**src/rtl/rul_pkg.sv**
```systemverilog
package rul_pkg;

    typedef enum logic [1:0] {
        WALK_IDLE   = 2'd0,
        WALK_SQUASH = 2'd1,
        WALK_COMMIT = 2'd2
    } walk_e;

    localparam int SEQ_CMP_W = 32;

    // Sequence numbers are assumed not to wrap while entries are live.
    function automatic logic seq_newer(input logic [SEQ_CMP_W-1:0] a,
                                       input logic [SEQ_CMP_W-1:0] b);
        return a > b;
    endfunction

endpackage

```
**src/rtl/rul_store.sv**
```systemverilog
module rul_store #(
    parameter int DEPTH = 8,
    parameter int EW    = 32
) (
    input  logic          clk,
    input  logic          rst,
    input  logic          push,
    input  logic [EW-1:0] push_data,
    input  logic          pop_old,
    input  logic          pop_young,
    output logic [EW-1:0] old_entry,
    output logic [EW-1:0] young_entry,
    output logic          empty,
    output logic          full
);
    localparam int PW = (DEPTH > 1) ? $clog2(DEPTH) : 1;
    localparam int CW = PW + 1;
    localparam logic [PW-1:0] LAST = PW'(DEPTH - 1);

    logic [EW-1:0] mem [DEPTH];
    logic [PW-1:0] head_q, tail_q, young_idx;
    logic [CW-1:0] cnt_q;

    function automatic logic [PW-1:0] wrap_inc(input logic [PW-1:0] p);
        return (p == LAST) ? '0 : p + 1'b1;
    endfunction

    function automatic logic [PW-1:0] wrap_dec(input logic [PW-1:0] p);
        return (p == '0) ? LAST : p - 1'b1;
    endfunction

    assign young_idx   = wrap_dec(tail_q);
    assign old_entry   = mem[head_q];
    assign young_entry = mem[young_idx];
    assign empty       = (cnt_q == '0);
    assign full        = (cnt_q == CW'(DEPTH));

    always_ff @(posedge clk) begin
        if (push) mem[tail_q] <= push_data;
    end

    always_ff @(posedge clk) begin
        if (rst) begin
            head_q <= '0;
            tail_q <= '0;
            cnt_q  <= '0;
        end else begin
            if (push && !pop_young)      tail_q <= wrap_inc(tail_q);
            else if (pop_young && !push) tail_q <= young_idx;
            if (pop_old) head_q <= wrap_inc(head_q);
            cnt_q <= cnt_q + CW'(push) - CW'(pop_old) - CW'(pop_young);
        end
    end

    a_r3_no_push_when_full: assert property (@(posedge clk) disable iff (rst)
        push |-> !full);

    a_r2_count_grows: assert property (@(posedge clk) disable iff (rst)
        (push && !pop_old && !pop_young) |=> (cnt_q == $past(cnt_q) + 1'b1));

    a_r4_single_pop_end: assert property (@(posedge clk) disable iff (rst)
        !(pop_old && pop_young));

endmodule

```
**src/rtl/rul_walker.sv**
```systemverilog
module rul_walker
    import rul_pkg::*;
#(
    parameter int SEQ_W = 16
) (
    input  logic             clk,
    input  logic             rst,
    input  logic             squash_valid,
    input  logic [SEQ_W-1:0] squash_seq,
    input  logic             commit_valid,
    input  logic [SEQ_W-1:0] commit_seq,
    input  logic             thread_squashing,
    input  logic             empty,
    input  logic [SEQ_W-1:0] young_seq,
    input  logic [SEQ_W-1:0] old_seq,
    output logic             pop_young,
    output logic             pop_old,
    output logic             busy
);
    walk_e            st_q, st_n;
    logic [SEQ_W-1:0] lim_q, lim_n;
    logic             commit_ok;

    assign commit_ok = commit_valid && !squash_valid && !thread_squashing;
    assign busy      = (st_q != WALK_IDLE);

    always_comb begin
        st_n      = st_q;
        lim_n     = lim_q;
        pop_young = 1'b0;
        pop_old   = 1'b0;
        unique case (st_q)
            WALK_IDLE: begin
                if (squash_valid) begin
                    if (!empty) begin
                        st_n  = WALK_SQUASH;
                        lim_n = squash_seq;
                    end
                end else if (commit_ok && !empty &&
                             !seq_newer(SEQ_CMP_W'(old_seq), SEQ_CMP_W'(commit_seq))) begin
                    st_n  = WALK_COMMIT;
                    lim_n = commit_seq;
                end
            end
            WALK_SQUASH: begin
                if (!empty && seq_newer(SEQ_CMP_W'(young_seq), SEQ_CMP_W'(lim_q)))
                    pop_young = 1'b1;
                else
                    st_n = WALK_IDLE;
                if (squash_valid) begin
                    st_n  = WALK_SQUASH;
                    lim_n = squash_seq;
                end
            end
            WALK_COMMIT: begin
                if (squash_valid) begin
                    st_n  = empty ? WALK_IDLE : WALK_SQUASH;
                    lim_n = squash_seq;
                end else if (thread_squashing) begin
                    st_n = WALK_IDLE;
                end else begin
                    if (!empty && !seq_newer(SEQ_CMP_W'(old_seq), SEQ_CMP_W'(lim_q)))
                        pop_old = 1'b1;
                    else
                        st_n = WALK_IDLE;
                    if (commit_valid && seq_newer(SEQ_CMP_W'(commit_seq), SEQ_CMP_W'(lim_q))) begin
                        st_n  = WALK_COMMIT;
                        lim_n = commit_seq;
                    end
                end
            end
            default: st_n = WALK_IDLE;
        endcase
    end

    always_ff @(posedge clk) begin
        if (rst) begin
            st_q  <= WALK_IDLE;
            lim_q <= '0;
        end else begin
            st_q  <= st_n;
            lim_q <= lim_n;
        end
    end

    a_r5_empty_squash_idle: assert property (@(posedge clk) disable iff (rst)
        (!busy && squash_valid && empty) |=> !busy);

    a_r8_no_commit_in_squash: assert property (@(posedge clk) disable iff (rst)
        (squash_valid || thread_squashing) |-> !pop_old);

    a_r9_pops_only_when_busy: assert property (@(posedge clk) disable iff (rst)
        (pop_old || pop_young) |-> busy);

endmodule

```
**src/rtl/rename_undo_log.sv**
```systemverilog
module rename_undo_log #(
    parameter int DEPTH  = 8,
    parameter int SEQ_W  = 16,
    parameter int AREG_W = 5,
    parameter int PREG_W = 7
) (
    input  logic              clk,
    input  logic              rst,
    input  logic              alloc_valid,
    input  logic [SEQ_W-1:0]  alloc_seq,
    input  logic [AREG_W-1:0] alloc_areg,
    input  logic [PREG_W-1:0] alloc_pnew,
    input  logic [PREG_W-1:0] alloc_pold,
    output logic              alloc_ready,
    input  logic              squash_valid,
    input  logic [SEQ_W-1:0]  squash_seq,
    input  logic              commit_valid,
    input  logic [SEQ_W-1:0]  commit_seq,
    input  logic              thread_squashing,
    output logic              busy,
    output logic              restore_valid,
    output logic [AREG_W-1:0] restore_areg,
    output logic [PREG_W-1:0] restore_preg,
    output logic              free_valid,
    output logic [PREG_W-1:0] free_preg
);
    typedef struct packed {
        logic [SEQ_W-1:0]  seq;
        logic [AREG_W-1:0] areg;
        logic [PREG_W-1:0] pnew;
        logic [PREG_W-1:0] pold;
    } log_ent_t;

    localparam int EW = $bits(log_ent_t);

    log_ent_t new_ent, old_ent, young_ent;
    logic     push, pop_old, pop_young, empty, full;

    assign new_ent     = '{seq: alloc_seq, areg: alloc_areg, pnew: alloc_pnew, pold: alloc_pold};
    assign alloc_ready = !busy && !full && !squash_valid;
    assign push        = alloc_valid && alloc_ready;

    rul_store #(.DEPTH(DEPTH), .EW(EW)) u_store (
        .clk        (clk),
        .rst        (rst),
        .push       (push),
        .push_data  (new_ent),
        .pop_old    (pop_old),
        .pop_young  (pop_young),
        .old_entry  (old_ent),
        .young_entry(young_ent),
        .empty      (empty),
        .full       (full)
    );

    rul_walker #(.SEQ_W(SEQ_W)) u_walker (
        .clk             (clk),
        .rst             (rst),
        .squash_valid    (squash_valid),
        .squash_seq      (squash_seq),
        .commit_valid    (commit_valid),
        .commit_seq      (commit_seq),
        .thread_squashing(thread_squashing),
        .empty           (empty),
        .young_seq       (young_ent.seq),
        .old_seq         (old_ent.seq),
        .pop_young       (pop_young),
        .pop_old         (pop_old),
        .busy            (busy)
    );

    assign restore_valid = pop_young;
    assign restore_areg  = young_ent.areg;
    assign restore_preg  = young_ent.pold;
    assign free_valid    = pop_young || pop_old;
    assign free_preg     = pop_young ? young_ent.pnew : old_ent.pold;

    a_r4_restore_pairs_free: assert property (@(posedge clk) disable iff (rst)
        restore_valid |-> free_valid);

    a_r9_no_alloc_while_busy: assert property (@(posedge clk) disable iff (rst)
        busy |-> !alloc_ready);

    a_r1_quiet_after_reset: assert property (@(posedge clk)
        $fell(rst) |-> (!busy && !free_valid && alloc_ready));

endmodule

```
**config.mk**
```make
export PLATFORM = sky130hd
export DESIGN_NAME = rename_undo_log
export DESIGN_NICKNAME = d
export VERILOG_FILES = /design/src/rtl/rul_pkg.sv /design/src/rtl/rul_store.sv /design/src/rtl/rul_walker.sv /design/src/rtl/rename_undo_log.sv
export SDC_FILE = /design/constraint.sdc
export NUM_CORES = 1
export LEC_CHECK = 0
export BUFFER_PORTS_ARGS = -buffer_cell sky130_fd_sc_hd__buf_2
export CAP_MARGIN = 5
export CORE_MARGIN = 2
export CORE_UTILIZATION = 60
export DETAILED_ROUTE_END_ITERATION = 10
export PLACE_DENSITY = 0.76
export SYNTH_ARGS = -nofsm -noshare
export SYNTH_HDL_FRONTEND = slang
export SYNTH_HIERARCHICAL = 1
export SYNTH_SLANG_ARGS = --single-unit
export TNS_END_PERCENT = 50
```
**constraint.sdc**
```tcl
create_clock -name clk -period 9.9 [get_ports clk]
set_input_delay 0.99 -clock clk [delete_from_list [all_inputs] [get_ports clk]]
set_output_delay 0.99 -clock clk [all_outputs]
set_load 0.03 [all_outputs]
```
Word-level counts from Yosys, hierarchy flattened
Memory sizes are Yosys's and may differ from the RTL's. A register that Yosys moved wholly into a read port is not among the register bits.
Index checks and enable logic that the tools add are counted.

word-level totals
  memories = 1
  bits in registers = 28
  input port bits = 73
  output and inout port bits = 23
  RAM bits = 280
  word-level logic and storage cells = 93

cells by class
  $add $sub $neg = 6
  equal/unequal tests = 12
  magnitude comparators = 4
  mux-type cells = 35
  reduce and logical (&&, ||, !) cells = 30

memory list
  memory       depth  width  rd ports  clocked after Yosys merged registers in  wr ports  RTL line         source
  u_store.mem  8      35     2         1                                        1         rul_store.sv:20  logic [EW-1:0] mem [DEPTH];

operator list
  kind                   number
  $mux W16               7
  $gt A16 B16 Y1         4
  $pmux W16 S3           1
  $mux W3                7
  $mux W2                9
  $logic_and A1 B1 Y1    12
  $logic_not A1 Y1       9
  $mux W1                9
  $ne A3 B3 Y1 const B   3
  $sub A4 B1 Y4          2
  $mux W7                1
  $add A3 B1 Y3 const B  2
  $eq A3 B3 Y1 const B   2
  $ne A3 B2 Y1 const B   2
  $pmux W2 S3            1
  $reduce_and A6 Y1      1
  $ne A5 B5 Y1 const B   1
  $add A4 B1 Y4          1
  $eq A4 B4 Y1 const B   1
  $logic_not A4 Y1       1
  $reduce_and A4 Y1      1
  $reduce_bool A2 Y1     2
  $logic_not A3 Y1       1
  $reduce_bool A3 Y1     1
  6 further kinds        6

Longest topological paths before layout
An unclocked memory read counts as a cell.

  depth in word-level cells = 10
  depth in mapped cells = 28
  depth with buffers taken out = 24

By module
The synthesis kept the hierarchy.

modules (own cells, without submodules)
  module           cells each  area each (sq um)  times used  seq. area each (sq um)
  rul_store        615         13362.8            1           8668.3
  rul_walker       296         2506.2             1           360.3
  rename_undo_log  11          136.4              1           0.0

Worst setup path before layout
OpenSTA, ideal clock, no wires.

  path kind = flip-flop to flip-flop
  from = register u_store.tail_q[0]
  to = register u_store.cnt_q[2]
  required time = 9.772 ns
  cell stages (with the launch flop) = 26
  period minus slack after synthesis = 5.216 ns
  data arrival time = 5.088 ns
  library setup time = 0.128 ns
  path buffers = 4
  slack = 4.684 ns
  cell sequence = dfxtp_1 -> buf_6 -> buf_2 -> inv_2 -> ha_1 -> ha_1 -> nor2b_1 -> buf_2 -> buf_2 -> mux4_2 -> mux2_2 -> ha_1 -> and4_1 -> and2_1 -> nand2_1 -> o2111ai_1 -> o211ai_1 -> nor2_1 -> inv_1 -> fa_1 -> inv_1 -> ha_1 -> inv_1 -> ha_1 -> fa_1 -> nor2b_1

RTL lines
  element                 RTL line         source
  from (decl)             rul_store.sv:21  logic [PW-1:0] head_q, tail_q, young_idx;
  from (signal assigned)  rul_store.sv:48  if (push && !pop_young) tail_q <= wrap_inc(tail_q);
  from (signal assigned)  rul_store.sv:49  else if (pop_young && !push) tail_q <= young_idx;
  to (signal assigned)    rul_store.sv:51  cnt_q <= cnt_q + CW'(push) - CW'(pop_old) - CW'(pop_young);
  to (decl)               rul_store.sv:22  logic [CW-1:0] cnt_q;

==> summary by stage <==
Logic synthesis
Each instance of the synthesized netlist takes up on average 17.33 sq um. Synthesis produced 884 cells. The mapped netlist covers 0.01532 sq mm.

During synthesis, Yosys emitted a total of 6 warnings. The post-synth net total is 1035.

Routing
The initial DRC count is 766. The count of nets left with antenna violations once routing finished came out at 0. The first TritonRoute pass finished after 5 iterations. The via count is 8473. The wire length reported by the detailed router is 31990 um. After detailed routing, the number of remaining DRC violations is 0.

The routed length per placed instance is 23.91 um. In the routed layout, each cell is associated on average with a via count of 6.333.

Clock tree
The buffer type at the clock tree root is sky130_fd_sc_hd__clkbuf_16. The number of cells upsized or downsized after cts is 0. After clock tree synthesis, the clock-pin slew on the worst setup and hold paths is 0.06 ns.

After clock tree synthesis, the setup repair step added 0 buffers. TritonCTS built the clock tree. Counting the buffers created by CTS gives 31. The clock latency on the worst-skew pair is 0.57 ns. The maximum clock path buffer count is 3.

CTS saw 311 sinks. The number of H-tree levels is 1. The hold-fix buffer count after cts is 0.

STA
Based on the critical path, the design can be clocked at up to 147.1 MHz. Of the available clock period, the critical path in the final layout requires 0.6865. The final hold violation count is 0. Setup repair after global routing left no endpoint under its margin. The final setup violation count is 0. The final-report max-slew violation count is 0.

At the pin with the least slew margin, the transition time is 1.025 ns. The worst-case hold slack is 0.5117 ns. The worst pin sits at a relative slew slack of 0.3166.

The worst setup skew after layout is 0.007612 ns. The worst path needs 6.796 ns of the cycle, external delays included. In the final timing run, aggregate negative setup slack is 0 ns.

Layout
The net count of the finished layout is 1133. The finished layout cell area is 0.01713 sq mm. Leaving out fill and tap cells, the most frequent cells in the layout are sky130_fd_sc_hd__edfxtp_1 (280), sky130_fd_sc_hd__mux4_2 (107), sky130_fd_sc_hd__buf_2 (95). The area growth from synthesis to layout is 11.81%. The most common cell after layout, fill and taps aside is sky130_fd_sc_hd__edfxtp_1.

The layout filler cell count is 1680. The share of final-layout standard cells stronger than drive strength 1 is 0.3754. Leaving out filler cells and counting taps, the final layout contains 1338.

Power and ir drop
The design draws 3762 uW. The net switching component of the power is 1136 uW. The power density of the placed cells is 219.6 mW/mm^2. The worst-case IR drop observed on VDD is 0.1855 mV. The share of total power in the clock network is 0.305. The internal power consumption is 2626 uW. The proportion of power drawn by combinational gates is 0.280. In this run the static leakage power is 0.005864 uW. The register share of total power is 0.415. The fraction of power spent switching nets is 0.3020.

Global route
The initial antenna violation count is 3. The via count of the first global-routing pass is 8721. The wire length of the first global-routing pass is 49710 um. The total congestion overflow is 0.

Across every metal layer, demand over resource in global routing totals 0.2464. The maximum number of pins on one net before global-route repair is 56.

Floorplan
The floorplan step set the die height to 163.8 um. The die is 163.8 um wide. Pin placement for this block handled 96 I/O pins. The floorplan has 58 rows. The die covers 0.02683 sq mm. The initial utilization of the core area, before any placement, comes to 0.6102. After floorplanning, the core was sized to cover 0.02511 sq mm.

Critical path
The largest individual stage delay along the critical path comes from the cell sky130_fd_sc_hd__buf_4. In this design, the stage delay of the slowest critical-path cell is 0.70 ns. The startpoint identified for the worst register-to-register timing path is u_store/tail_q[0]. STA puts the critical path data required time at 8.91 ns.

Tracing the worst setup path back leads to its startpoint at u_store/tail_q[0]. The critical-path maximum fanout is 51. The family of cells with the greatest summed delay on the critical path is buffers and inverters. Traced cell by cell, the critical path runs through inv_2 > ha_1 > ha_2 > nor2b_4 > buf_4 > mux4_2 > mux2_2 > ha_1 > and4_1 > and2_1 > nand2_1 > o2111ai_1 > o211ai_1 > nor2_1 > buf_4 > mux2_4 > buf_2. The nature of the critical path endpoint is an output pin.

The path type of the worst setup path is reg -> out. The worst path arrival time is 5.81 ns. The buffer and inverter count on the worst path is 4.

The startpoint type of the worst setup path is a flip-flop.

Flow run
The count of maximum capacitance violations is 0.

Place
Buffers placed on the I/O ports in this run total 95. Detailed placement ended at an HPWL of 20160 um. The placed instances occupy a cell area of 0.01611 sq mm.

The congestion estimate from routability-driven global placement came to 0.8019. The post-placement cell count is 1279.

Worst hold path
The tightest min-delay check is of the reg -> reg type. The startpoint identified for the worst hold timing path is u_walker/lim_q[8].

Run status
The run finished with clean final reports.
per-layer routing:
| metal | wire [um] | share of wire | global-route usage |
|---|---|---|---|
| met5 | 13 | 0.00041 | 0 |
| met4 | 849 | 0.027 | 0.06419 |
| met3 | 2131 | 0.067 | 0.03813 |
| met2 | 15550 | 0.49 | 0.4093 |
| met1 | 13450 | 0.42 | 0.3469 |
path summary, 6_finish.rpt:
check / to / slack [ns] / cells after the start
worst max register to register: u_store/cnt_q[2] / 3.79 / 22
worst min-delay path: u_walker/lim_q[8] / 0.51 / 2
worst max-delay path: free_preg[0] / 3.10 / 17
worst min register to register: u_walker/lim_q[8] / 0.51 / 2
state kept, by name, indices dropped and copies added (netlist names), named ones only:
register and flops:
u_walker/st_q 2, u_walker/lim_q 16, u_store/mem 280, u_store/tail_q 3
u_store/cnt_q 4, u_store/head_q 3
through the flow:
step,util,setup WS (ns)
after floorplan,-,4.684
final,0.6822,3.104
after detailed placement,0.6417,3.736
after global placement,0.6417,3.866
after global routing,0.6822,2.654
after CTS,0.6821,3.042
power by group through the flow:
stage / clock [uW] / sequential, uW / combinational (uW)
2_1_floorplan: 0 / 1570 / 812
3_3_place_gp: 0 / 1590 / 1020
3_5_place_dp: 0 / 1590 / 1050
4_1_cts: 1170 / 1560 / 1060
5_1_grt: 1220 / 1570 / 1160
6_report: 1150 / 1560 / 1050
worst min-delay path, cell delays in order (launching register included):
cell                       delay (ns)
sky130_fd_sc_hd__dfxtp_1         0.31
sky130_fd_sc_hd__nor2_1          0.10
sky130_fd_sc_hd__a211oi_1        0.05
cell type report:
type / count / area, sq um / area share
antenna: 1 / 2.502 / 0.0001461
clock buffer: 37 / 818.3 / 0.04777
clock inverter: 21 / 197.7 / 0.01154
inverter: 51 / 191.4 / 0.01118
multi-input combinational: 475 / 5866 / 0.3424
sequential: 311 / 9039 / 0.5276
tap: 330 / 412.9 / 0.02410
timing repair buffer: 112 / 603.1 / 0.03521
Power figures use the tool's default switching activity.
